$ cat src/rtl/twi_ee_pkg.sv
package twi_ee_pkg;

  typedef enum logic [2:0] {
    ST_IDLE, ST_DEV, ST_WORD, ST_WDATA, ST_ACK, ST_RDATA, ST_RACK
  } twi_st_e;

  // Address byte check: fixed nibble, pins only where not used as block bits.
  function automatic logic dev_match(input logic [7:0] b, input logic [2:0] pins,
                                     input int blk_bits);
    logic ok;
    ok = (b[7:4] == 4'b1010);
    for (int i = 0; i < 3; i++)
      if (i >= blk_bits && b[i+1] != pins[i]) ok = 1'b0;
    return ok;
  endfunction

  // Block-select bits taken from the address byte.
  function automatic logic [2:0] block_of(input logic [7:0] b, input int blk_bits);
    logic [2:0] blk;
    blk = '0;
    for (int i = 0; i < 3; i++)
      if (i < blk_bits) blk[i] = b[i+1];
    return blk;
  endfunction

  // Write pointer: low byte rolls over inside its block.
  function automatic logic [10:0] next_wr_ptr(input logic [10:0] p);
    return {p[10:8], p[7:0] + 8'd1};
  endfunction

  // Read pointer: rolls over at the top of the whole array.
  function automatic logic [10:0] next_rd_ptr(input logic [10:0] p, input int blk_bits);
    logic [10:0] lim;
    lim = (11'd256 << blk_bits) - 11'd1;
    return (p + 11'd1) & lim;
  endfunction

endpackage

$ cat src/rtl/twi_line_mon.sv
module twi_line_mon (
  input  logic clk_i,
  input  logic rst_ni,
  input  logic scl_i,
  input  logic sda_i,
  output logic scl_q_o,
  output logic sda_q_o,
  output logic start_o,
  output logic stop_o,
  output logic rise_o,
  output logic fall_o
);
  logic scl_q, sda_q, scl_p, sda_p;

  always_ff @(posedge clk_i or negedge rst_ni) begin
    if (!rst_ni) begin
      scl_q <= 1'b1; sda_q <= 1'b1; scl_p <= 1'b1; sda_p <= 1'b1;
    end else begin
      scl_q <= scl_i; sda_q <= sda_i;
      scl_p <= scl_q; sda_p <= sda_q;
    end
  end

  assign scl_q_o = scl_q;
  assign sda_q_o = sda_q;
  assign start_o = scl_q & scl_p & sda_p & ~sda_q;
  assign stop_o  = scl_q & scl_p & ~sda_p & sda_q;
  assign rise_o  = scl_q & ~scl_p;
  assign fall_o  = ~scl_q & scl_p;

  p_events_onehot_r1: assert property (@(posedge clk_i) disable iff (!rst_ni)
    $onehot0({start_o, stop_o, rise_o, fall_o}));
endmodule

$ cat src/rtl/twi_ee_array.sv
module twi_ee_array #(
  parameter int AW = 9
) (
  input  logic          clk_i,
  input  logic          we_i,
  input  logic [AW-1:0] waddr_i,
  input  logic [7:0]    wdata_i,
  input  logic [AW-1:0] raddr_i,
  output logic [7:0]    rdata_o
);
  localparam int DEPTH = 1 << AW;
  logic [7:0] mem_q [DEPTH];

  always_ff @(posedge clk_i) begin
    if (we_i) mem_q[waddr_i] <= wdata_i;
  end

  assign rdata_o = mem_q[raddr_i];
endmodule

$ cat src/rtl/twi_ee_ctrl.sv
module twi_ee_ctrl
  import twi_ee_pkg::*;
#(
  parameter int BLK_BITS = 1,
  parameter int AW       = 8 + BLK_BITS
) (
  input  logic          clk_i,
  input  logic          rst_ni,
  input  logic          scl_q_i,
  input  logic          sda_q_i,
  input  logic          start_i,
  input  logic          stop_i,
  input  logic          rise_i,
  input  logic          fall_i,
  input  logic [2:0]    pins_i,
  input  logic          wp_i,
  input  logic [7:0]    rdata_i,
  output logic [AW-1:0] ptr_o,
  output logic          we_o,
  output logic [7:0]    wdata_o,
  output logic          sda_oe_o
);
  twi_st_e       st_q, after_q;
  logic [3:0]    cnt_q;
  logic [7:0]    sh_q;
  logic [2:0]    blk_q;
  logic [AW-1:0] ptr_q;
  logic          oe_q, mack_q;

  // named events for the assertions
  logic byte_done, addr_ok, wbyte_done;
  assign byte_done  = fall_i && (cnt_q == 4'd8);
  assign addr_ok    = dev_match(sh_q, pins_i, BLK_BITS);
  assign wbyte_done = byte_done && (st_q == ST_WDATA);

  assign we_o     = wbyte_done && !wp_i;
  assign wdata_o  = sh_q;
  assign ptr_o    = ptr_q;
  assign sda_oe_o = oe_q;

  always_ff @(posedge clk_i or negedge rst_ni) begin
    if (!rst_ni) begin
      st_q <= ST_IDLE; after_q <= ST_IDLE; cnt_q <= '0; sh_q <= '0;
      blk_q <= '0; ptr_q <= '0; oe_q <= 1'b0; mack_q <= 1'b0;
    end else if (start_i) begin
      st_q <= ST_DEV; cnt_q <= '0; oe_q <= 1'b0;
    end else if (stop_i) begin
      st_q <= ST_IDLE; oe_q <= 1'b0;
    end else if (rise_i) begin
      case (st_q)
        ST_DEV, ST_WORD, ST_WDATA: begin
          sh_q  <= {sh_q[6:0], sda_q_i};
          cnt_q <= cnt_q + 4'd1;
        end
        ST_RACK: begin
          mack_q <= !sda_q_i;
          ptr_q  <= AW'(next_rd_ptr(11'(ptr_q), BLK_BITS));
        end
        default: ;
      endcase
    end else if (fall_i) begin
      case (st_q)
        ST_DEV: if (cnt_q == 4'd8) begin
          if (addr_ok) begin
            oe_q    <= 1'b1;
            st_q    <= ST_ACK;
            blk_q   <= block_of(sh_q, BLK_BITS);
            after_q <= sh_q[0] ? ST_RDATA : ST_WORD;
          end else begin
            st_q <= ST_IDLE;
          end
        end
        ST_WORD: if (cnt_q == 4'd8) begin
          ptr_q   <= AW'({blk_q, sh_q});
          oe_q    <= 1'b1;
          st_q    <= ST_ACK;
          after_q <= ST_WDATA;
        end
        ST_WDATA: if (cnt_q == 4'd8) begin
          ptr_q   <= AW'(next_wr_ptr(11'(ptr_q)));
          oe_q    <= 1'b1;
          st_q    <= ST_ACK;
          after_q <= ST_WDATA;
        end
        ST_ACK: begin
          st_q  <= after_q;
          cnt_q <= '0;
          oe_q  <= 1'b0;
          if (after_q == ST_RDATA) begin
            sh_q  <= rdata_i;
            oe_q  <= !rdata_i[7];
            cnt_q <= 4'd1;
          end
        end
        ST_RDATA: begin
          if (cnt_q == 4'd8) begin
            oe_q <= 1'b0;
            st_q <= ST_RACK;
          end else begin
            sh_q  <= {sh_q[6:0], 1'b0};
            oe_q  <= !sh_q[6];
            cnt_q <= cnt_q + 4'd1;
          end
        end
        ST_RACK: begin
          if (mack_q) begin
            sh_q  <= rdata_i;
            oe_q  <= !rdata_i[7];
            cnt_q <= 4'd1;
            st_q  <= ST_RDATA;
          end else begin
            st_q <= ST_IDLE;
          end
        end
        default: ;
      endcase
    end
  end

  p_start_dev_r1: assert property (@(posedge clk_i) disable iff (!rst_ni)
    start_i |=> (st_q == ST_DEV));
  p_stop_idle_r1: assert property (@(posedge clk_i) disable iff (!rst_ni)
    stop_i |=> (st_q == ST_IDLE && !oe_q));
  p_oe_scl_low_r2: assert property (@(posedge clk_i) disable iff (!rst_ni)
    (oe_q != $past(oe_q)) |-> !scl_q_i);
  p_mismatch_idle_r3: assert property (@(posedge clk_i) disable iff (!rst_ni)
    (byte_done && st_q == ST_DEV && !addr_ok) |=> (st_q == ST_IDLE && !oe_q));
  p_data_ack_r4: assert property (@(posedge clk_i) disable iff (!rst_ni)
    wbyte_done |=> oe_q);
endmodule

$ cat src/rtl/serial_eeprom_slave.sv
module serial_eeprom_slave #(
  parameter int BLK_BITS = 1
) (
  input  logic       clk_i,
  input  logic       rst_ni,
  input  logic       scl_i,
  input  logic       sda_i,
  output logic       sda_oe_o,
  input  logic [2:0] addr_pins_i,
  input  logic       wp_i
);
  localparam int AW = 8 + BLK_BITS;

  logic scl_q, sda_q, start_ev, stop_ev, rise_ev, fall_ev;
  logic mem_we;
  logic [7:0] wdata, rdata;
  logic [AW-1:0] ptr;

  twi_line_mon u_mon (
    .clk_i(clk_i), .rst_ni(rst_ni), .scl_i(scl_i), .sda_i(sda_i),
    .scl_q_o(scl_q), .sda_q_o(sda_q), .start_o(start_ev), .stop_o(stop_ev),
    .rise_o(rise_ev), .fall_o(fall_ev)
  );

  twi_ee_ctrl #(.BLK_BITS(BLK_BITS), .AW(AW)) u_ctrl (
    .clk_i(clk_i), .rst_ni(rst_ni), .scl_q_i(scl_q), .sda_q_i(sda_q),
    .start_i(start_ev), .stop_i(stop_ev), .rise_i(rise_ev), .fall_i(fall_ev),
    .pins_i(addr_pins_i), .wp_i(wp_i), .rdata_i(rdata), .ptr_o(ptr),
    .we_o(mem_we), .wdata_o(wdata), .sda_oe_o(sda_oe_o)
  );

  twi_ee_array #(.AW(AW)) u_array (
    .clk_i(clk_i), .we_i(mem_we), .waddr_i(ptr), .wdata_i(wdata),
    .raddr_i(ptr), .rdata_o(rdata)
  );

  p_protect_r7: assert property (@(posedge clk_i) disable iff (!rst_ni)
    wp_i |-> !mem_we);
endmodule

$ cat config.mk
export PLATFORM = sky130hd
export DESIGN_NAME = serial_eeprom_slave
export DESIGN_NICKNAME = d
export VERILOG_FILES = /design/src/rtl/twi_ee_pkg.sv /design/src/rtl/twi_line_mon.sv /design/src/rtl/twi_ee_array.sv /design/src/rtl/twi_ee_ctrl.sv /design/src/rtl/serial_eeprom_slave.sv
export SDC_FILE = /design/constraint.sdc
export NUM_CORES = 2
export LEC_CHECK = 0
export BUFFER_PORTS_ARGS = -buffer_cell sky130_fd_sc_hd__buf_2
export CAP_MARGIN = 0
export CORE_MARGIN = 3
export CORE_UTILIZATION = 25
export DETAILED_ROUTE_END_ITERATION = 12
export PLACE_DENSITY = 0.43
export REMOVE_ABC_BUFFERS = 1
export SLEW_MARGIN = 10
export SYNTH_ARGS = -nofsm -noshare
export SYNTH_HDL_FRONTEND = slang
export SYNTH_SLANG_ARGS = --single-unit
$ cat constraint.sdc
create_clock -name clk_i -period 8.03 [get_ports clk_i]
set_clock_uncertainty 0.05 [all_clocks]
set_input_delay 1.2045 -clock clk_i [delete_from_list [all_inputs] [get_ports clk_i]]
set_output_delay 1.2045 -clock clk_i [all_outputs]
set_load 0.005 [all_outputs]
-- After elaboration in Yosys (flattened, before gate mapping)
Memories as Yosys holds them, arrays and structs flattened.
Index checks and enable logic that the tools add are counted.
- register bits after elaboration: 34
- bits in writable memories: 4096
- logic and storage cells: 143
- memories: 1
- memory list (name ; words ; width ; rd ports ; clocked after memory_dff ; wr ports ; line ; RTL):
    u_array.mem_q ; 512 ; 8 ; 1 ; 0 ; 1 ; twi_ee_array.sv:12 ; logic [7:0] mem_q [DEPTH];
- add/sub/neg operators: 3
- eq/ne operators: 32
- mux-type cells: 52
- bitwise gates (word level): 14
- reduce and logical (&&, ||, !) cells: 28
- operator list (operator ; number):
    two-way mux 8 bit ; 7
    two-way mux 3 bit ; 13
    two-way mux 9 bit ; 4
    two-way mux 4 bit ; 7
    AND reduction 7 bit ; 4
    one-hot mux 8 bit (3 select lines) ; 1
    != test 4 x 3 -> 1 bit (second input constant) ; 5
    one-hot mux 9 bit (2 select lines) ; 1
    AND reduction 8 bit ; 2
    two-way mux 1 bit ; 15
    != test 3 x 2 -> 1 bit (second input constant) ; 5
    one-hot mux 3 bit (5 select lines) ; 1
    equality test 3 bit (second input constant) ; 4
    one-hot mux 4 bit (3 select lines) ; 1
    AND reduction 6 bit ; 2
    != test 2 x 1 -> 1 bit (second input constant) ; 5
    adder 9 x 1 -> 9 bit (second input constant) ; 1
    nonzero test 3 bit ; 3
    adder 8 x 1 -> 8 bit (second input constant) ; 1
    equality test 4 bit (second input constant) ; 2
    nonzero test 2 bit ; 4
    bitwise AND 1 bit ; 7
    NOT 1 bit ; 7
    nonzero test 7 bit ; 1
    17 further kinds ; 26

-- Logic depth before layout (Yosys ltp)
- word-level depth: 10
- mapped depth: 14
- gate-level depth less buffers: 10

-- By module
From an unflattened synthesis, not the netlist that was laid out.
- cell total of the unflattened synthesis: 8244
- area, all modules: 161831.5 um2
- modules (own cells, without submodules) (module ; times used ; cells each ; area each (um2)):
    twi_ee_array ; 1 ; 8022 ; 159767.0
    twi_ee_ctrl ; 1 ; 214 ; 1924.3
    twi_line_mon ; 1 ; 8 ; 140.1

-- Worst setup path before layout
OpenSTA, ideal clock, no wires.
- kind: register to register
- start point: register u_ctrl.sh_q[7] (netlist: u_ctrl.wdata_o[7])
- end point: register u_ctrl.after_q[1]
- arrival: 8267 ps
- slack: -415 ps
- stages on the path, launching flop included: 7
- path buffers: 0
- clock period less this slack: 8445 ps
- cells stage by stage: dfrtp_1 > inv_1 > or4b_2 > nor4_1 > o21a_1 > o211ai_1 > o21a_1
- cells in the longest elaborated chain, start to end: 5
- ends and longest elaborated chain (element ; line ; RTL):
    start: declaration ; twi_ee_ctrl.sv:25 ; logic [7:0] sh_q;
    start signal: assignment ; twi_ee_ctrl.sv:52 ; sh_q <= {sh_q[6:0], sda_q_i};
    start signal: assignment ; twi_ee_ctrl.sv:90 ; sh_q <= rdata_i;
    start signal: assignment ; twi_ee_ctrl.sv:100 ; sh_q <= {sh_q[6:0], 1'b0};
    equality test 4 bit ; twi_ee_pkg.sv:11 ; ok = (b[7:4] == 4'b1010);
    two-way mux 1 bit (2 in a row) ; twi_ee_pkg.sv:13 ; if (i >= blk_bits && b[i+1] != pins[i]) ok = 1'b0;
    != test 2 x 1 -> 1 bit (no line) ; - ;
    AND reduction 8 bit (no line) ; - ;
    end signal: assignment ; twi_ee_ctrl.sv:68 ; after_q <= sh_q[0] ? ST_RDATA : ST_WORD;
    end: declaration ; twi_ee_ctrl.sv:23 ; twi_st_e st_q, after_q;
No other way between the ends.
A chain may end at the register's enable or synchronous reset.

-- Final worst setup path
- start point: register u_ctrl.ptr_q[1] (netlist: u_ctrl.ptr_o[1])
- end point: memory u_array.mem_q[330][0], enable pin
- RTL lines (element ; line ; RTL):
    start: declaration ; twi_ee_ctrl.sv:27 ; logic [AW-1:0] ptr_q;
    start signal: assignment ; twi_ee_ctrl.sv:57 ; ptr_q <= AW'(next_rd_ptr(11'(ptr_q), BLK_BITS));
    start signal: assignment ; twi_ee_ctrl.sv:74 ; ptr_q <= AW'({blk_q, sh_q});
    start signal: assignment ; twi_ee_ctrl.sv:80 ; ptr_q <= AW'(next_wr_ptr(11'(ptr_q)));
    end: declaration ; twi_ee_array.sv:12 ;
Straight into the memory's write port.

==> results.toml <==
[outcome]
status = "finished clean"

[power_and_ir_drop]
p_clk_share_pct = 40.0
pwr-share-seq_pct = 54.1
peakVddDrop_mv = 0.2488
p_switching_mw = 11.76
power_density_mw_per_mm2 = 267.5
p_sw_share_pct = 23.67
internal_power_mw = 37.93
p_leak_nw = 54.73
p_comb_share_pct = 5.8

[global_routing]
grt_pass1_wl_um = 697700
gr-total-overflow = 0
grtUsageTotal_pct = 15.14
grt_pass1_vias = 81287
antenna_found_initial = 37
grt_max_degree = 196

[synthesis]
ys_ff_latch = 4130
ys.flop_type = "edfxtp_1"
syn_area_mm2 = 0.1608
syn_area_per_cell_um2 = 21.08
synth_top_area_share_pct = 76.47
post-synth-top-count-cell = "edfxtp_1"
syn_inst = 7630
netlist_top_cells_count = "edfxtp_1 (4,096), mux4_2 (987), nor2_1 (612), mux2i_1 (305), nand2_1 (218)"
ys_async_sr_fraction_pct = 0.8232
seq_area_frac_synth_pct = 77.01
synth_edf_count = 4096
ys_types = 76
synth_top_area_cell = "edfxtp_1"
ys_warn_count = 0
ys_top_cells_by_area = "edfxtp_1 (76%), mux4_2 (14%), mux2i_1 (1.9%)"

[final_layout]
multi_input_area_mm2 = 0.03487
n_fill_cell = 62258
fin_util_pct = 29.06
layout.nets = 7848
area_delta_synth_final_pct = 15.47
drive_gt1_share_pct = 23.73
register_area_mm2 = 0.1239

[clock_tree]
clk_pin_slew_ns = 0.06
cts.sinks = 4130
cts.path.max_buffers = 4
clock_latency_ns = 1.03
root_buffer = "clkbuf_16"
postCtsHoldBufs = 0
cts_tree = "done"
htree_levels = 5
cts-resized-gates = 0
cts_buffers = 435
post_cts_buffers = 0

[floorplan]
start_util_pct = 25.17
ioPinCount = 9
die_y_um = 808.1
row_count = 293
die_area_mm2 = 0.6530
die_x_um = 808.1
fp.coreArea_mm2 = 0.6390

[flow_run]
cap_violations = 0

[drt]
vias = 79870
routed_wl_um = 509800
drt_iter0_drc = 8594
drc_errors = 0
drtPass1Iterations = 6
via_per_inst = 4.762
post_drt_wl_per_cell_um = 30.39
ant_nets = 0

[placed_design]
gp_congestion = 0.8443
numPortBuffers = 7
dp_hpwl_um = 307700

[timing]
final-max-slew-violation-count = 0
timing.hold.ws_ns = 0.2338
setup_viol = 0
rsz0062_at_grt = "false"
final_hold_viol_count = 0
tightest_slew_ns = 1.250
period_minus_slack_ns = 5.639
tns_ns = 0
timing.fmax_ghz = 0.1773
finalCritPeriodShare_pct = 70.23
relSlewSlack_pct = 16.64

[worst_setup_path]
worstPathRequired_ns = 8.62
cp-end-kind = "flip-flop"
crit_type = "flip-flop to flip-flop"
arrival_ns = 6.22
start_kind = "flip-flop"
crit_fanout = 33

[worst_hold_path]
hp-class = "input pin to async pin"
## final cells by class
type | instances | share of cell area, %
diodes | 20 | 0.02695
repair buffers | 236 | 1.174
well taps | 8555 | 5.764
clock buffers | 547 | 6.208
inverters | 15 | 0.03705
clock inverters | 256 | 1.298
flip-flops and latches | 4130 | 66.71
multi-input cells | 3013 | 18.78
## power groups by stage
stage	clock [mW]	combinational (mW)	sequential, mW
floorplan	0	0.0687	29.5
global placement	0	2.75	27.3
detailed placement	0	3.00	27.4
CTS	20.3	2.99	26.9
global route	21.2	3.16	26.9
finish	19.9	2.88	26.9
## path summary, 6_finish.rpt
path,startpoint,to,slack [ns],cells past startpoint
setup / recovery,u_ctrl.ptr_o[1]$_DFFE_PN0P_,u_array.mem_q[330][0]$_DFFE_PP_,2.39,6
hold / removal,rst_ni,u_ctrl.ptr_o[4]$_DFFE_PN0P_,0.23,2
setup reg to reg,u_ctrl.ptr_o[1]$_DFFE_PN0P_,u_array.mem_q[330][0]$_DFFE_PP_,2.39,6
hold reg to reg,u_mon.scl_q_o$_DFF_PN1_,u_mon.scl_p$_DFF_PN1_,0.35,0
max in group asynchronous,rst_ni,u_ctrl.wdata_o[7]$_DFFE_PN0P_,7.18,2
min in group clk_i,u_mon.scl_q_o$_DFF_PN1_,u_mon.scl_p$_DFF_PN1_,0.35,0
## flip-flops by register name (all words and copies together), names as in the netlist, 3 cells and up
signal	cells
u_array.mem_q	4096
u_ctrl.after_q	3
u_ctrl.cnt_q	4
u_ctrl.ptr_o	9
u_ctrl.st_q	3
u_ctrl.wdata_o	8
## critical path, cell delays in order (launching register included)
cell and delay [ns]:
dfrtp_4 1.23, buf_4 0.46, buf_4 0.41, buf_4 0.42
ha_1 0.69, nand2_8 0.69, nor2_1 1.03
## kinds of logic (layout without fill, tap and decap cells)
| logic type | Yosys count | after routing | synth area share, % |
|---|---|---|---|
| AO/OA/AOI/OAI | 602 | 602 | 2.551 |
| XOR/XNOR | 3 | 3 | 0.01634 |
| adder cells (fa/ha/maj) | 9 | 9 | 0.07002 |
| other | 0 | 20 | 0 |
| multiplexers | 1324 | 1324 | 15.94 |
| buffers and inverters | 487 | 1054 | 1.547 |
| flip-flops | 4130 | 4130 | 77.01 |
| AND/OR/NAND/NOR | 1075 | 1075 | 2.866 |
## cells in the final DEF, fill, tap and decap left out, types with 32 or more instances in the layout
| master | netlist | layout |
|---|---|---|
| buf_12 | 0 | 34 |
| clkinv_2 | 0 | 91 |
| edfxtp_1 | 4096 | 4096 |
| mux2i_1 | 305 | 305 |
| buf_4 | 72 | 195 |
| mux4_2 | 987 | 987 |
| clkinv_1 | 1 | 90 |
| a21oi_1 | 95 | 95 |
| a22oi_1 | 146 | 146 |
| o22ai_1 | 51 | 51 |
| nand2_1 | 218 | 201 |
| clkbuf_1 | 164 | 101 |
| nor2_1 | 612 | 606 |
| mux2_2 | 32 | 32 |
| nand3_1 | 74 | 74 |
| clkbuf_16 | 0 | 445 |
| o21ai_0 | 101 | 101 |
| bufinv_16 | 0 | 35 |
## routing by layer
metal  up-vias  GRT usage [%]  share of wire (%)
li1      32334              -                  -
met1     44068          21.07                 43
met2      2843          24.58                 48
met3       621          2.464                6.3
met4         4          4.063                2.8
met5         -              0             0.0065
## metrics by stage
step | setup slack, ns | area, µm² | instances | power, mW
final | 2.391 | 185700 | 16772 | 49.68
after global routing | 2.173 | 185700 | 16755 | 51.28
after CTS | 2.331 | 185700 | 16752 | 50.22
after detailed placement | 2.384 | 171700 | 15949 | 30.36
after global placement | 2.365 | 171700 | 15949 | 30.06
after floorplan | -40.95 | 158400 | 7158 | 29.61
No activity file was read; power rests on OpenSTA's default activity.
